### src/rtl/wake_pkg.sv
package wake_pkg;
  localparam int unsigned NUM_SEQ = 25;
  localparam int unsigned DEF_SEQ = 21;
  localparam int unsigned PH_W    = 2;
  localparam int unsigned NUM_SIG = 4;
  localparam int unsigned SEL_W   = 5;
  localparam int unsigned WORD_W  = NUM_SIG * PH_W;

  typedef logic [WORD_W-1:0] seq_word_t;
  typedef logic [NUM_SEQ-1:0][WORD_W-1:0] seq_tbl_t;
  typedef enum logic [1:0] {ST_IDLE, ST_RUN, ST_CMPL} st_e;

  // field order: [1:0] done, [3:2] oe, [5:4] wr, [7:6] sr
  function automatic seq_word_t seq_entry(int unsigned k);
    seq_word_t w;
    w[1:0] = PH_W'(k % 4);
    w[3:2] = PH_W'((k / 4) % 4);
    w[5:4] = PH_W'((k / 16) % 4);
    w[7:6] = PH_W'(3 - (k % 4));
    return w;
  endfunction

  function automatic seq_tbl_t build_tbl();
    seq_tbl_t t;
    for (int unsigned i = 0; i < NUM_SEQ; i++) t[i] = seq_entry(i);
    return t;
  endfunction
endpackage

### src/rtl/wake_sync.sv
module wake_sync #(
  parameter int unsigned STAGES = 2
) (
  input  logic clk_i,
  input  logic rst_ni,
  input  logic d_i,
  output logic q_o
);
  logic [STAGES-1:0] sr_q;

  always_ff @(posedge clk_i or negedge rst_ni) begin
    if (!rst_ni) sr_q <= '0;
    else         sr_q <= {sr_q[STAGES-2:0], d_i};
  end

  assign q_o = sr_q[STAGES-1];
endmodule

### src/rtl/wake_seq_lookup.sv
module wake_seq_lookup
  import wake_pkg::*;
#(
  parameter int unsigned    N_SEQ = NUM_SEQ,
  parameter int unsigned    D_SEQ = DEF_SEQ,
  parameter seq_tbl_t       TBL   = build_tbl()
) (
  input  logic [SEL_W-1:0] sel_i,
  output seq_word_t        word_o
);
  logic                 in_range;
  logic [SEL_W-1:0]     idx;

  assign in_range = (sel_i != '0) && (int'(sel_i) <= int'(N_SEQ));
  assign idx      = in_range ? sel_i - SEL_W'(1) : SEL_W'(D_SEQ - 1);
  assign word_o   = TBL[idx];
endmodule

### src/rtl/wake_phase_fsm.sv
module wake_phase_fsm
  import wake_pkg::*;
(
  input  logic               clk_i,
  input  logic               rst_ni,
  input  logic               restart_i,
  input  logic               start_i,
  input  seq_word_t          word_i,
  output logic [NUM_SIG-1:0] rel_o,
  output logic               cmpl_o,
  output logic               busy_o
);
  st_e             st_q;
  logic [PH_W-1:0] ph_q;
  seq_word_t       word_q;

  always_ff @(posedge clk_i or negedge rst_ni) begin
    if (!rst_ni) begin
      st_q   <= ST_IDLE;
      ph_q   <= '0;
      word_q <= '0;
    end else if (restart_i) begin
      st_q   <= ST_IDLE;
      ph_q   <= '0;
    end else begin
      unique case (st_q)
        ST_IDLE: if (start_i) begin
          st_q   <= ST_RUN;
          ph_q   <= '0;
          word_q <= word_i;  // selector latched at start
        end
        ST_RUN: begin
          if (ph_q == '1) st_q <= ST_CMPL;
          else            ph_q <= ph_q + PH_W'(1);
        end
        default: st_q <= ST_CMPL;
      endcase
    end
  end

  for (genvar g = 0; g < NUM_SIG; g++) begin : g_rel
    assign rel_o[g] = (st_q == ST_CMPL) ||
                      ((st_q == ST_RUN) && (word_q[g*PH_W +: PH_W] <= ph_q));
  end

  assign cmpl_o = (st_q == ST_CMPL);
  assign busy_o = (st_q != ST_IDLE);
endmodule

### src/rtl/wake_seq.sv
module wake_seq
  import wake_pkg::*;
(
  input  logic             clk_i,
  input  logic             rst_ni,
  input  logic             cfg_restart_i,
  input  logic             done_bit_i,
  input  logic             done_pin_i,
  input  logic             wait_pin_i,
  input  logic [SEL_W-1:0] seq_sel_i,
  output logic             done_o,
  output logic             oe_rel_o,
  output logic             wr_rel_o,
  output logic             sr_rel_o,
  output logic             wake_done_o
);
  logic               pin_q;
  logic               start;
  logic               busy;
  seq_word_t          word;
  logic [NUM_SIG-1:0] rel;

  wake_sync #(.STAGES(2)) u_sync (
    .clk_i (clk_i),
    .rst_ni(rst_ni),
    .d_i   (done_pin_i),
    .q_o   (pin_q)
  );

  wake_seq_lookup u_lut (
    .sel_i (seq_sel_i),
    .word_o(word)
  );

  assign start = done_bit_i & (~wait_pin_i | pin_q);

  wake_phase_fsm u_fsm (
    .clk_i    (clk_i),
    .rst_ni   (rst_ni),
    .restart_i(cfg_restart_i),
    .start_i  (start),
    .word_i   (word),
    .rel_o    (rel),
    .cmpl_o   (wake_done_o),
    .busy_o   (busy)
  );

  assign done_o   = rel[0];
  assign oe_rel_o = rel[1];
  assign wr_rel_o = rel[2];
  assign sr_rel_o = rel[3];
endmodule

### config.mk
export PLATFORM = sky130hd
export DESIGN_NAME = wake_seq
export DESIGN_NICKNAME = d
export VERILOG_FILES = /design/src/rtl/wake_pkg.sv /design/src/rtl/wake_sync.sv /design/src/rtl/wake_seq_lookup.sv /design/src/rtl/wake_phase_fsm.sv /design/src/rtl/wake_seq.sv
export SDC_FILE = /design/constraint.sdc
export NUM_CORES = 1
export LEC_CHECK = 0
export BUFFER_PORTS_ARGS = -buffer_cell sky130_fd_sc_hd__buf_2
export CAP_MARGIN = 5
export CORE_MARGIN = 4
export CORE_UTILIZATION = 45
export CTS_CLUSTER_SIZE = 10
export DETAILED_ROUTE_END_ITERATION = 10
export MAX_ROUTING_LAYER = met4
export PLACE_DENSITY = 0.7
export SLEW_MARGIN = 40
export SYNTH_ARGS = -nofsm -noshare
export SYNTH_HDL_FRONTEND = slang
export SYNTH_SLANG_ARGS = --single-unit
### constraint.sdc
create_clock -name clk_i -period 3.3 [get_ports clk_i]
set_clock_uncertainty 0.15 [all_clocks]
set_input_delay 0.33 -clock clk_i [delete_from_list [all_inputs] [get_ports clk_i]]
set_output_delay 0.33 -clock clk_i [all_outputs]
set_load 0.02 [all_outputs]
==> results.ini <==
[worst_setup_path]
r2r_slack_ns = 1.62
cp.required_ns = 2.82
crit_path_frequent_cell = a21oi_1
r2r-end = u_fsm.word_q[7]
cp_top_family = flip-flops
critPathKind = register to primary output
crit_chain = inv_1 > ha_1 > a21oi_1 > a21oi_1 > o21ai_0 > buf_2
reg2regPathDepth = 4
crit_start = u_fsm.ph_q[1]
slowest_delay_ns = 0.40
path_buf_inv = 2
r2r-start = u_fsm.st_q[0]
path_max_fanout = 4
cp.arrival_ns = 1.59
cp-end-kind = primary output
cp_slowest_cell = dfrtp_1
worstSetupStartpointType = register

[floorplan]
core_area_sq_mm = 0.00175
std_cell_rows = 15
start_util = 0.481
fp.dieH_um = 51.2
die_width_um = 51.2
ios = 16
die_area_sq_mm = 0.00262

[synth]
ys_warn_count = 0
synthTopCellsByArea = dfrtp_1, ha_1, a21oi_1, inv_1, o21ai_0
synth_seq_cells = 13
syn_avg_cell_area_sq_um = 8.93
yosysTopAreaCellShare = 0.387
postSynthCellCount = 94
syn_nets = 115
yosysSeqAreaShare = 0.387
syn_area_sq_um = 840
synth_cell_types = 28
synth_area_leader_cell = dfrtp_1

[worst_hold_path]
min_to = u_sync.sr_q[0]
hold-path-cell-count = 1
hp-class = input port to register
holdCritStartpoint = done_pin_i

[finish]
final_cell_mix = buf_2, dfrtp_1, inv_1
drive_gt1_frac = 0.175
antennaDiodeCount = 0
area_growth_pct = 17.0
nNetsFinal = 136
n_fill_cell = 169
fin_util = 0.563
final_common_cell = buf_2
post-route-cell-area_sq_um = 982

[run_status]
status = finished clean

[global_route]
track_usage = 0.149
grt_pass1_vias = 699
overflow = 0
grt_pass1_wl_um = 2880
antenna_found_initial = 0
grt_max_degree = 14

[pwr]
p_leak_nw = 0.481
ir_drop_uv = 238
powerDensity_mw_per_mm2 = 417

[sta]
worst_pin_slew_ns = 0.309
fin_tns_setup_ns = 0
hold_viol = 0
fmax_mhz = 483
fin_crit_ns = 2.07
min_period_over_period = 0.628
finalSetupViolCount = 0
rsz0062_at_grt = no
max-slew-margin-rel = 0.792
maxSlewViolCount = 0

[drt]
vias_per_cell = 5.42
vias = 753
first_pass_iters = 4
drt_wl_total_um = 1650
drc = 0
ant_nets = 0
wire_per_inst_um = 11.9
dr.first_iter.drc_count = 12

[clock_network]
ctsResizeCount = 0
clockBufferDepth = 2
htree_levels = 1
clk_latency_ns = 0.27
holdBufCountCts = 1
cts.sinks = 13
cts-root-buf = clkbuf_4
cts_made_buffers = 3
clkTransAtPathRegs_ns = 0.08
post_cts_buffers = 0
cts_tree = built

[placed_design]
place.gp.congestion = 0.882
port_buffers = 15
hpwl_um = 1340
post_dp_cell_area_sq_um = 946

[flow_run]
max_cap_violations = 0

synth_stat cells, drive strengths merged:
cell type  number
dfrtp          13
inv            12
a21oi          10
ha             10
o21ai           8
nand2           7
nand2b          5
nor2            4
nor3            3
a21boi          2
nand3           2
o22a            2
o22ai           2
or3             2
a211oi          1
a2bb2oi         1
a311o           1
a31o            1
and3            1
nand3b          1
nor2b           1
o211ai          1
o31ai           1
o41ai           1
or4b            1
xor2            1
state kept, by name, summed over array words and instances, names as in the netlist:
signal and flops:
u_fsm.word_q 7, u_sync.sr_q 2, u_fsm.st_q 2, u_fsm.ph_q 2
per-stage QoR:
step                      total power [mW]  cells  hold WS (ns)  setup WS, ns
after floorplan                      0.278     94        -0.116          1.47
after global placement               0.313    134        0.0764          1.36
after detailed placement             0.317    134        0.0756          1.33
after CTS                            0.413    139       0.00516          1.22
after global routing                 0.441    139       0.00174          1.09
final                                0.410    139       0.00804          1.23
logic make-up after synthesis:
family / synth area share
AOI/OAI and AO/OA: 0.233
buffers and inverters: 0.0536
xor gates and xnor gates: 0.0104
DFF: 0.387
and+or+nand+nor: 0.167
adders and majority gates: 0.149
worst max-delay path by stage:
stage | endpoint | slack [ns] | depth (start not counted)
2_1_floorplan | done_o | 1.47 | 5
3_3_place_gp | u_fsm.word_q[6] | 1.36 | 7
3_5_place_dp | u_fsm.word_q[6] | 1.33 | 7
4_1_cts | sr_rel_o | 1.22 | 6
5_1_grt | sr_rel_o | 1.09 | 6
6_report | sr_rel_o | 1.23 | 6
area by class of cell:
cell class,count,area (sq um),share of cell area
well taps,25,31.3,0.0318
multi-input cells,69,469,0.478
flip-flops and latches,13,325,0.331
clock buffers,4,26.3,0.0268
repair buffers,16,85.1,0.0866
inverters,12,45.0,0.0459
per-layer routing:
layer	wire length, um	GRT usage	vias to the layer above	share of wire
met3	89	0.0175	4	0.054
met1	747	0.185	348	0.45
met5	0	-	-	0
met4	35	0.0807	0	0.021
li1	-	-	382	-
met2	780	0.236	19	0.47
power breakdown:
part	internal (mW)	total, mW	switching [mW]
clock	0.0468	0.0950	0.0481
combinational	0.0531	0.121	0.0677
sequential	0.182	0.194	0.0124
total	0.282	0.410	0.128
(Power assumes the default switching activity.)
